==> src/rtl/thermal_event_pkg.sv <==
package thermal_event_pkg;

  // Control-to-datapath strobes
  typedef struct packed {
    logic updFlags;   // load flags from the current sample
    logic clrLatch;   // drop the interrupt latch
    logic allowSet;   // a flag rise may set the latch
  } evtStrobe_t;

  // Flag index positions inside the flag vector
  localparam int FLAG_HIGH = 0;
  localparam int FLAG_CRIT = 1;
  localparam int FLAG_LOW  = 2;
  localparam int NUM_FLAGS = 3;

  localparam int HYST_W = 5;

  // Hysteresis code to LSB count at 0.25 degC
  function automatic logic [HYST_W-1:0] hystSteps(input logic [1:0] sel);
    case (sel)
      2'b00:   return 5'd0;
      2'b01:   return 5'd6;
      2'b10:   return 5'd12;
      default: return 5'd24;
    endcase
  endfunction

endpackage

==> src/rtl/thermal_thresh_flag.sv <==
module thermal_thresh_flag #(
  parameter int EXT_W = 13,
  parameter bit ABOVE = 1'b1
) (
  input  logic                    clk,
  input  logic                    rstN,
  input  logic                    update,
  input  logic signed [EXT_W-1:0] tempExt,
  input  logic signed [EXT_W-1:0] limExt,
  input  logic signed [EXT_W-1:0] hystExt,
  output logic                    flag,
  output logic                    rise
);

  logic signed [EXT_W-1:0] bandEdge;
  logic setCond;
  logic clrCond;
  logic flagNext;

  assign bandEdge = limExt - hystExt;

  generate
    if (ABOVE) begin : gAbove
      assign setCond = tempExt > limExt;
      assign clrCond = tempExt <= bandEdge;
    end else begin : gBelow
      assign setCond = tempExt < bandEdge;
      assign clrCond = tempExt >= limExt;
    end
  endgenerate

  always_comb begin
    if (setCond)      flagNext = 1'b1;
    else if (clrCond) flagNext = 1'b0;
    else              flagNext = flag;
  end

  always_ff @(posedge clk or negedge rstN) begin
    if (!rstN)       flag <= 1'b0;
    else if (update) flag <= flagNext;
  end

  assign rise = update & flagNext & ~flag;

  // a flag only rises after its set condition held
  assert_set_cause_R3: assert property (@(posedge clk) disable iff (!rstN)
    $rose(flag) |-> $past(setCond));
  // a flag only falls after its clear condition held
  assert_clear_cause_R5: assert property (@(posedge clk) disable iff (!rstN)
    $fell(flag) |-> $past(clrCond));
  assert_hold_no_sample_R6: assert property (@(posedge clk) disable iff (!rstN)
    !update |=> $stable(flag));

endmodule

==> src/rtl/thermal_event_dp.sv <==
module thermal_event_dp
  import thermal_event_pkg::*;
#(
  parameter int SAMPLE_W  = 13,
  parameter int FRAC_DROP = 2,
  parameter int LIMIT_W   = 11
) (
  input  logic                 clk,
  input  logic                 rstN,
  input  evtStrobe_t           strobe,
  input  logic [SAMPLE_W-1:0]  sampleTemp,
  input  logic [LIMIT_W-1:0]   limitHigh,
  input  logic [LIMIT_W-1:0]   limitLow,
  input  logic [LIMIT_W-1:0]   limitCrit,
  input  logic [1:0]           hystSel,
  output logic [NUM_FLAGS-1:0] flags,
  output logic                 intLatch
);

  localparam int TEMP_W = SAMPLE_W - FRAC_DROP;
  localparam int EXT_W  = LIMIT_W + 2;

  logic signed [EXT_W-1:0] tempExt;
  logic signed [EXT_W-1:0] hystExt;
  logic [NUM_FLAGS-1:0][LIMIT_W-1:0] limArr;
  logic [NUM_FLAGS-1:0] rises;
  logic anyRise;

  assign tempExt = {{(EXT_W-TEMP_W){sampleTemp[SAMPLE_W-1]}},
                    sampleTemp[SAMPLE_W-1:FRAC_DROP]};
  assign hystExt = {{(EXT_W-HYST_W){1'b0}}, hystSteps(hystSel)};

  assign limArr[FLAG_HIGH] = limitHigh;
  assign limArr[FLAG_CRIT] = limitCrit;
  assign limArr[FLAG_LOW]  = limitLow;

  for (genvar g = 0; g < NUM_FLAGS; g++) begin : gFlag
    logic signed [EXT_W-1:0] limExt;
    assign limExt = {{(EXT_W-LIMIT_W){limArr[g][LIMIT_W-1]}}, limArr[g]};
    thermal_thresh_flag #(
      .EXT_W(EXT_W),
      .ABOVE(g != FLAG_LOW)
    ) uFlag (
      .clk     (clk),
      .rstN    (rstN),
      .update  (strobe.updFlags),
      .tempExt (tempExt),
      .limExt  (limExt),
      .hystExt (hystExt),
      .flag    (flags[g]),
      .rise    (rises[g])
    );
  end

  // Only high and low crossings feed the interrupt latch
  assign anyRise = rises[FLAG_HIGH] | rises[FLAG_LOW];

  always_ff @(posedge clk or negedge rstN) begin
    if (!rstN) intLatch <= 1'b0;
    else       intLatch <= (intLatch & ~strobe.clrLatch) | (strobe.allowSet & anyRise);
  end

  assert_latch_source_R8: assert property (@(posedge clk) disable iff (!rstN)
    $rose(intLatch) |-> $past(strobe.allowSet && strobe.updFlags));
  assert_latch_drop_R8: assert property (@(posedge clk) disable iff (!rstN)
    (strobe.clrLatch && !strobe.allowSet) |=> !intLatch);

endmodule

==> src/rtl/thermal_event_ctl.sv <==
module thermal_event_ctl
  import thermal_event_pkg::*;
(
  input  logic                 clk,
  input  logic                 rstN,
  input  logic                 sampleValid,
  input  logic                 intMode,
  input  logic                 critOnly,
  input  logic                 eventPolarity,
  input  logic                 eventEnable,
  input  logic                 clearEvent,
  input  logic                 shutdown,
  input  logic [NUM_FLAGS-1:0] flags,
  input  logic                 intLatch,
  output evtStrobe_t           strobe,
  output logic                 eventStatus,
  output logic                 padPullLow
);

  logic holdOff;
  logic eventActive;
  logic latchMode;

  assign latchMode = intMode & ~critOnly;

  always_comb begin
    strobe.updFlags = sampleValid;
    strobe.allowSet = latchMode & ~shutdown;
    strobe.clrLatch = clearEvent | ~latchMode | shutdown;
  end

  // Hold-off: set by shutdown, released by the first sample afterwards
  always_ff @(posedge clk or negedge rstN) begin
    if (!rstN)            holdOff <= 1'b0;
    else if (shutdown)    holdOff <= 1'b1;
    else if (sampleValid) holdOff <= 1'b0;
  end

  always_comb begin
    if (shutdown)
      eventActive = 1'b0;
    else if (critOnly)
      eventActive = flags[FLAG_CRIT] & ~holdOff;
    else if (intMode)
      eventActive = (intLatch | flags[FLAG_CRIT]) & ~holdOff;
    else
      eventActive = |flags;
  end

  assign eventStatus = eventActive & eventEnable;
  assign padPullLow  = eventEnable & (eventActive ^ eventPolarity);

  assert_resume_hold_R12: assert property (@(posedge clk) disable iff (!rstN)
    ((intMode || critOnly) && $past(shutdown)) |-> !eventStatus);
  assert_active_high_idle_R11: assert property (@(posedge clk) disable iff (!rstN)
    (eventStatus && eventPolarity) |-> !padPullLow);
  assert_crit_overrides_R9: assert property (@(posedge clk) disable iff (!rstN)
    (intMode && !shutdown && !holdOff && eventEnable && flags[FLAG_CRIT]) |-> eventStatus);

endmodule

==> src/rtl/thermal_event_gen.sv <==
module thermal_event_gen
  import thermal_event_pkg::*;
#(
  parameter int SAMPLE_W  = 13,
  parameter int FRAC_DROP = 2,
  parameter int LIMIT_W   = 11
) (
  input  logic                clk,
  input  logic                rstN,
  input  logic                sampleValid,
  input  logic [SAMPLE_W-1:0] sampleTemp,
  input  logic [LIMIT_W-1:0]  limitHigh,
  input  logic [LIMIT_W-1:0]  limitLow,
  input  logic [LIMIT_W-1:0]  limitCrit,
  input  logic [1:0]          hystSel,
  input  logic                intMode,
  input  logic                critOnly,
  input  logic                eventPolarity,
  input  logic                eventEnable,
  input  logic                clearEvent,
  input  logic                shutdown,
  output logic                flagHigh,
  output logic                flagLow,
  output logic                flagCrit,
  output logic                eventStatus,
  output logic                padPullLow
);

  evtStrobe_t           strobe;
  logic [NUM_FLAGS-1:0] flags;
  logic                 intLatch;

  thermal_event_dp #(
    .SAMPLE_W  (SAMPLE_W),
    .FRAC_DROP (FRAC_DROP),
    .LIMIT_W   (LIMIT_W)
  ) uDp (
    .clk        (clk),
    .rstN       (rstN),
    .strobe     (strobe),
    .sampleTemp (sampleTemp),
    .limitHigh  (limitHigh),
    .limitLow   (limitLow),
    .limitCrit  (limitCrit),
    .hystSel    (hystSel),
    .flags      (flags),
    .intLatch   (intLatch)
  );

  thermal_event_ctl uCtl (
    .clk           (clk),
    .rstN          (rstN),
    .sampleValid   (sampleValid),
    .intMode       (intMode),
    .critOnly      (critOnly),
    .eventPolarity (eventPolarity),
    .eventEnable   (eventEnable),
    .clearEvent    (clearEvent),
    .shutdown      (shutdown),
    .flags         (flags),
    .intLatch      (intLatch),
    .strobe        (strobe),
    .eventStatus   (eventStatus),
    .padPullLow    (padPullLow)
  );

  assign flagHigh = flags[FLAG_HIGH];
  assign flagLow  = flags[FLAG_LOW];
  assign flagCrit = flags[FLAG_CRIT];

endmodule

==> config.mk <==
export PLATFORM = sky130hd
export DESIGN_NAME = thermal_event_gen
export DESIGN_NICKNAME = d
export VERILOG_FILES = /design/src/rtl/thermal_event_pkg.sv /design/src/rtl/thermal_thresh_flag.sv /design/src/rtl/thermal_event_dp.sv /design/src/rtl/thermal_event_ctl.sv /design/src/rtl/thermal_event_gen.sv
export SDC_FILE = /design/constraint.sdc
export NUM_CORES = 1
export LEC_CHECK = 0
export ABC_AREA = 1
export BUFFER_PORTS_ARGS = -buffer_cell sky130_fd_sc_hd__buf_2
export CORE_MARGIN = 2
export CORE_UTILIZATION = 60
export CTS_CLUSTER_SIZE = 16
export DETAILED_ROUTE_END_ITERATION = 10
export MAX_ROUTING_LAYER = met4
export PLACE_DENSITY_LB_ADDON = 0.05
export SYNTH_ARGS = -nofsm -noshare
export SYNTH_HDL_FRONTEND = slang
export SYNTH_HIERARCHICAL = 1
export SYNTH_SLANG_ARGS = --single-unit
export TNS_END_PERCENT = 30
==> constraint.sdc <==
create_clock -name clk -period 1.68 [get_ports clk]
set_clock_uncertainty 0.2 [all_clocks]
set_input_delay 0.336 -clock clk [delete_from_list [all_inputs] [get_ports clk]]
set_output_delay 0.336 -clock clk [all_outputs]
set_load 0.1 [all_outputs]
=== Word level (Yosys, flattened, before mapping) ===
Index checks and enable logic that the tools add are counted.

* Output and inout bits: 5
* Bits of input ports: 57
* Flip-flop bits (word level): 5

* Eq/ne operators: 2
* Multiplexer cells: 12
* Reductions and logical operators: 5
* Bitwise gates (word level): 25
* Add/sub/neg operators: 3
* $lt $le $gt $ge: 6

{| class="wikitable"
|+ Operators by type and width
! cell !! count
|-
| 11-bit by 6-bit subtractor with 12-bit output || 3
|-
| 11-bit by 12-bit less-or-equal comparator with 1-bit output || 2
|-
| 11-bit > comparator || 2
|-
| 5-bit one-hot mux with 3 select lines || 1
|-
| 1-bit AND || 12
|-
| 11-bit by 12-bit < comparator with 1-bit output || 1
|-
| 11-bit greater-or-equal comparator || 1
|-
| 1-bit 2-to-1 mux || 11
|-
| 1-bit inverter || 7
|-
| 1-bit bitwise OR || 5
|-
| 2-bit nonzero test || 2
|-
| 3-bit OR reduction || 1
|-
| 2-bit by 1-bit equality test with 1-bit output, second input constant || 1
|-
| 2-bit equality test, second input constant || 1
|-
| 2-bit logical NOT || 1
|-
| 2-bit AND reduction || 1
|-
| 1-bit XOR || 1
|}

=== Longest topological paths before layout ===
* Depth in word-level cells: 11
* Depth in mapped cells: 23

=== Cells and area by module ===
Netlist, hierarchy kept.

{| class="wikitable"
|+ By module, submodules not included
! module !! sequential area each (um2) !! cells an instance !! area an instance (um2) !! instances
|-
| thermal_thresh_flag (uDp.gFlag[0].uFlag ...) || 25.0 || 216 || 1,342.5 || 2
|-
| thermal_thresh_flag (uDp.gFlag[2].uFlag) || 25.0 || 208 || 1,335.0 || 1
|-
| thermal_event_ctl || 25.0 || 27 || 137.6 || 1
|-
| thermal_event_dp || 25.0 || 13 || 100.1 || 1
|}

=== Least setup slack after synthesis ===
OpenSTA, ideal clock, no wires.

* Kind: input to register
* Start point: in hystSel[0]
* End point: reg uDp.intLatch
* Required time: 1,357 ps
* Library setup time: 123 ps
* Arrival: 2,916 ps
* Cell stages on the path: 20
* Buffers on the path: 0
* Slack: -1,559 ps
* Cells stage by stage: ha_1 > or2_1 > inv_1 > ha_1 > a21oi_1 > o21ai_0 > nand2_1 > o2111ai_1 > xor2_1 > ha_1 > a21oi_1 > o21ai_1 > nor2_1 > nand3b_1 > nand2_1 > nand2_1 > nand2_2 > nor2_2 > o21ai_0 > nand2_1

* Elaborated cells on any way between the ends: 18
* Classes of those cells: 2 x add/sub; 2 x order compare; 2 x eq/ne; 4 x mux; 7 x bitwise; 1 x reduce/logical

{| class="wikitable"
|+ RTL lines
! what !! line !! RTL
|-
| from (decl) || thermal_event_gen.sv:15 || <nowiki>input logic [1:0] hystSel,</nowiki>
|-
| 2-bit equality test (tied with other cells) || thermal_event_pkg.sv:20 || <nowiki>case (sel)</nowiki>
|-
| 5-bit one-hot mux with 3 select lines (*) || thermal_event_pkg.sv:20 ||
|-
| named net uDp.hystExt[3] || thermal_event_dp.sv:24 || <nowiki>logic signed [EXT_W-1:0] hystExt;</nowiki>
|-
| 11-bit by 6-bit subtractor with 12-bit output (*) || thermal_thresh_flag.sv:20 || <nowiki>assign bandEdge = limExt - hystExt;</nowiki>
|-
| 11-bit by 12-bit < comparator with 1-bit output (*) || thermal_thresh_flag.sv:27 || <nowiki>assign setCond = tempExt < bandEdge;</nowiki>
|-
| 1-bit 2-to-1 mux (*) || thermal_thresh_flag.sv:33 || <nowiki>if (setCond) flagNext = 1'b1;</nowiki>
|-
| 1-bit AND (*) (2 in a row) || thermal_thresh_flag.sv:43 || <nowiki>assign rise = update & flagNext & ~flag;</nowiki>
|-
| named net uDp.rises[2] || thermal_event_dp.sv:26 || <nowiki>logic [NUM_FLAGS-1:0] rises;</nowiki>
|-
| 1-bit bitwise OR (*) || thermal_event_dp.sv:56 || <nowiki>assign anyRise = rises[FLAG_HIGH] | rises[FLAG_LOW];</nowiki>
|-
| 1-bit AND (*) || thermal_event_dp.sv:60 || <nowiki>else intLatch <= (intLatch & ~strobe.clrLatch) | (strobe.allowSet & anyRise);</nowiki>
|-
| 1-bit bitwise OR (*) || thermal_event_dp.sv:60 ||
|-
| to (signal assigned) || thermal_event_dp.sv:60 ||
|-
| to (decl) || thermal_event_dp.sv:17 || <nowiki>output logic intLatch</nowiki>
|}

Mark *: on every way through the listed nets, which the timed path passes. The rest lies on a longest branch.
A chain may end at the register's enable or synchronous reset.

=== Worst setup path after layout ===
Same ends and word-level chain as after synthesis.

==> summary.md <==
| Metric | Value |
|---|---|
| Initial DRC Count | between 200 and 300 |
| Run status | finished, violations left |
| Final setup fails | 6 |
| Hold Startpoint | shutdown |
| Initial Util | between 60% and 70% |
| Die area | a little under 8000 sq um |
| FF/Latch Area | about 130 sq um |
| RSZ-0062 raised after global routing | yes |
| Number of global-route vias before repair | ~5100 |
| Maximum vdd drop | 319.7 uV |
| DRC errors left | 0 |
| Pwr/cell area | roughly 530 nW/um^2 |
| Flop2flop setup slack | -0.02 ns |
| CP required | between 1.5 and 2 ns |
| Core ar. | ~6800 sq um |
| Routed WL per cell | roughly 14 um |
| Reg2Reg Depth | 9 |
| Largest net degree at the start of global routing | 10 |
| Leak Pwr | 3.470 nW |
| Initial antenna violation count | 0 |
| CTS Buffer Depth | 2 |
| Rows | 30 |
| Clock Pin Slew Worst Setup and Hold Paths | ~0.040 ns |
| Path type of the worst setup path | input port to register |
| CTS tree | done |
| Htree depth | 1 |
| Die W | about 88 um |
| Area Growth Syn to Fin | 40.12% |
| Multi-input gate area | 3787 sq um |
| Final core occ | roughly 87% |
| Final wirelength | 13800 um |
| Final cell count without fillers | roughly 980 |
| Port bufs | slightly below 60 |
| Die Ht | just under 90 um |
| CTS Buf Count | 3 |
| HP Class | input port to register |
| All-Layer GR Usage | between 30 and 40% |
| Crit path launch | hystSel[0] |
| RR Endpoint | uDp/intLatch$_DFF_PN0_ |
| Post-Synthesis Cells | around 680 |
| Peak Freq | 307.6 MHz |
| Slew Limit Fails | 0 |
| First-pass GRT wire length | about 22000 um |
| Synthesized area per cell | roughly 6.3 sq um |
| Fin. Hold Viols | 0 |
| Hold depth | 2 |
| Filler instances | roughly 420 |
| Cell Area, Synth | around 4200 sq um |
| Critical Path Source Type | input port |
| GRT overflow | 0 |
| Tcrit/Tclk final | 193.5% |
| Clock Sinks | 5 |
| Synthesis warning total | 6 |
| IO Count | 62 |
| Worst-Skew Late Latency | ~0.22 ns |
| CP Max Fanout | 3 |
| Final ANT Viol Nets | 0 |
| Gpl congestion | 0.9667 |
| Setup WS post-layout | -1.571 ns |
| Critical path endpoint category | register |
| Clock Root Buffer | clkbuf_8 |
| Cells after DPL | approximately 970 |
| Max cap viols | 0 |
| Hold Path Sink | uCtl/holdOff$_DFFE_PN0P_ |
| Launching point of the worst reg2reg path | uDp/gFlag[2].uFlag/flag$_DFFE_PN0P_ |
| Via density | around 5.3 |
| Fin Hold WS | ~0.18 ns |
| Crit path time final | between 3 and 4 ns |
| Pre-antenna DRT Iters | 5 |
| Post-DP HPWL | 10940 um |
| Via count | roughly 5000 |
| Worst path arrival time | 3.15 ns |
| Nets | around 1100 |
| # diodes | 0 |
| Failing checks | negative setup slack |
| Share of layout cells above drive strength 1 | between 20% and 30% |
-- timing repair --
item / CTS / global route
setup endpoints to repair: 6 / 6
pin swaps: 36 / 7
hold buffers: 1 / 0
resized for setup: 25 / 5
buffers inserted: 7 / 0
hold endpoints to repair: 5 / 0
-- layout by cell type (no fill, tap or decap), drive strengths merged --
cell / instances
clkbuf: 4
dfrtp: 5
nand4: 9
o21ai: 30
a31oi: 1
conb: 27
inv: 157
nor2: 35
a21oi: 69
o21bai: 7
fa: 3
xor2: 31
nor3: 4
nand2: 166
buf: 175
or2: 4
o2111ai: 1
xnor2: 5
nand3: 23
dlygate4sd3: 1
ha: 116
o31ai: 1
nor3b: 2
and2: 3
nand3b: 1
-- report_power, final --
part,total [W],switching (W),internal (W)
Combinational,0.00275,0.00156,0.00119
Clock,0.000229,0.0000650,0.000164
Sequential,0.000158,0.0000162,0.000142
Total,0.00314,0.00164,0.00150
-- worst max path at each step --
stage / depth (start not counted) / slack (ns) / end
floorplan: 22 / -1.37 / uDp/intLatch$_DFF_PN0_
global placement: 23 / -1.76 / uDp/intLatch$_DFF_PN0_
detailed placement: 23 / -1.85 / uDp/intLatch$_DFF_PN0_
CTS: 21 / -1.46 / uDp/intLatch$_DFF_PN0_
global route: 22 / -1.67 / uDp/intLatch$_DFF_PN0_
finish: 23 / -1.57 / uDp/intLatch$_DFF_PN0_
-- area by class of cell --
type,count,share of cell area [%]
multi-input combinational,538,63.82
clock buffer,4,0.7590
sequential,5,2.108
timing repair buffer,176,21.15
inverter,157,10.14
tap,96,2.024
-- flip-flops by register name, indices dropped and copies added (netlist names) --
register and count:
uDp/gFlag.uFlag/flag 3, uCtl/holdOff 1, uDp/intLatch 1
-- layer usage --
metal  share of wire (%)  GRT usage (%)  vias to the layer above
met1                  41          40.73                     2296
met5                   0              -                        -
met4                 4.1          13.36                        0
met3                 6.5          3.487                       62
met2                  49          65.84                      233
li1                    -              -                     2541
-- stage by stage --
stage / setup WS [ns] / setup TNS, ns / cell area (sq um) / power [W]
after floorplan: -1.369 / -7.265 / 4427 / 0.001723
after CTS: -1.456 / -5.941 / 5902 / 0.002996
final: -1.571 / -6.357 / 5934 / 0.003136
after global placement: -1.762 / -6.888 / 5718 / 0.002538
after detailed placement: -1.849 / -7.352 / 5718 / 0.002665
after global routing: -1.668 / -6.956 / 5934 / 0.003401
-- worst max-delay path, stage by stage --
cell and delay (ns):
buf_12 0.12, ha_4 0.15, or2_4 0.26, inv_4 0.07, ha_4 0.21, a21oi_4 0.17, o31ai_4 0.11, buf_4 0.16
xnor2_2 0.13, ha_1 0.33, nand2_1 0.07, nor2_1 0.13, o21ai_1 0.11, nand3_1 0.13, nand2_1 0.09, nand2_1 0.06
nand2_1 0.05, nand2_1 0.08, nand2_2 0.07, nand2_2 0.08, nor2_2 0.05, o21ai_1 0.13, nand2_1 0.07
Note: power is estimated with default switching activity, not from simulation.
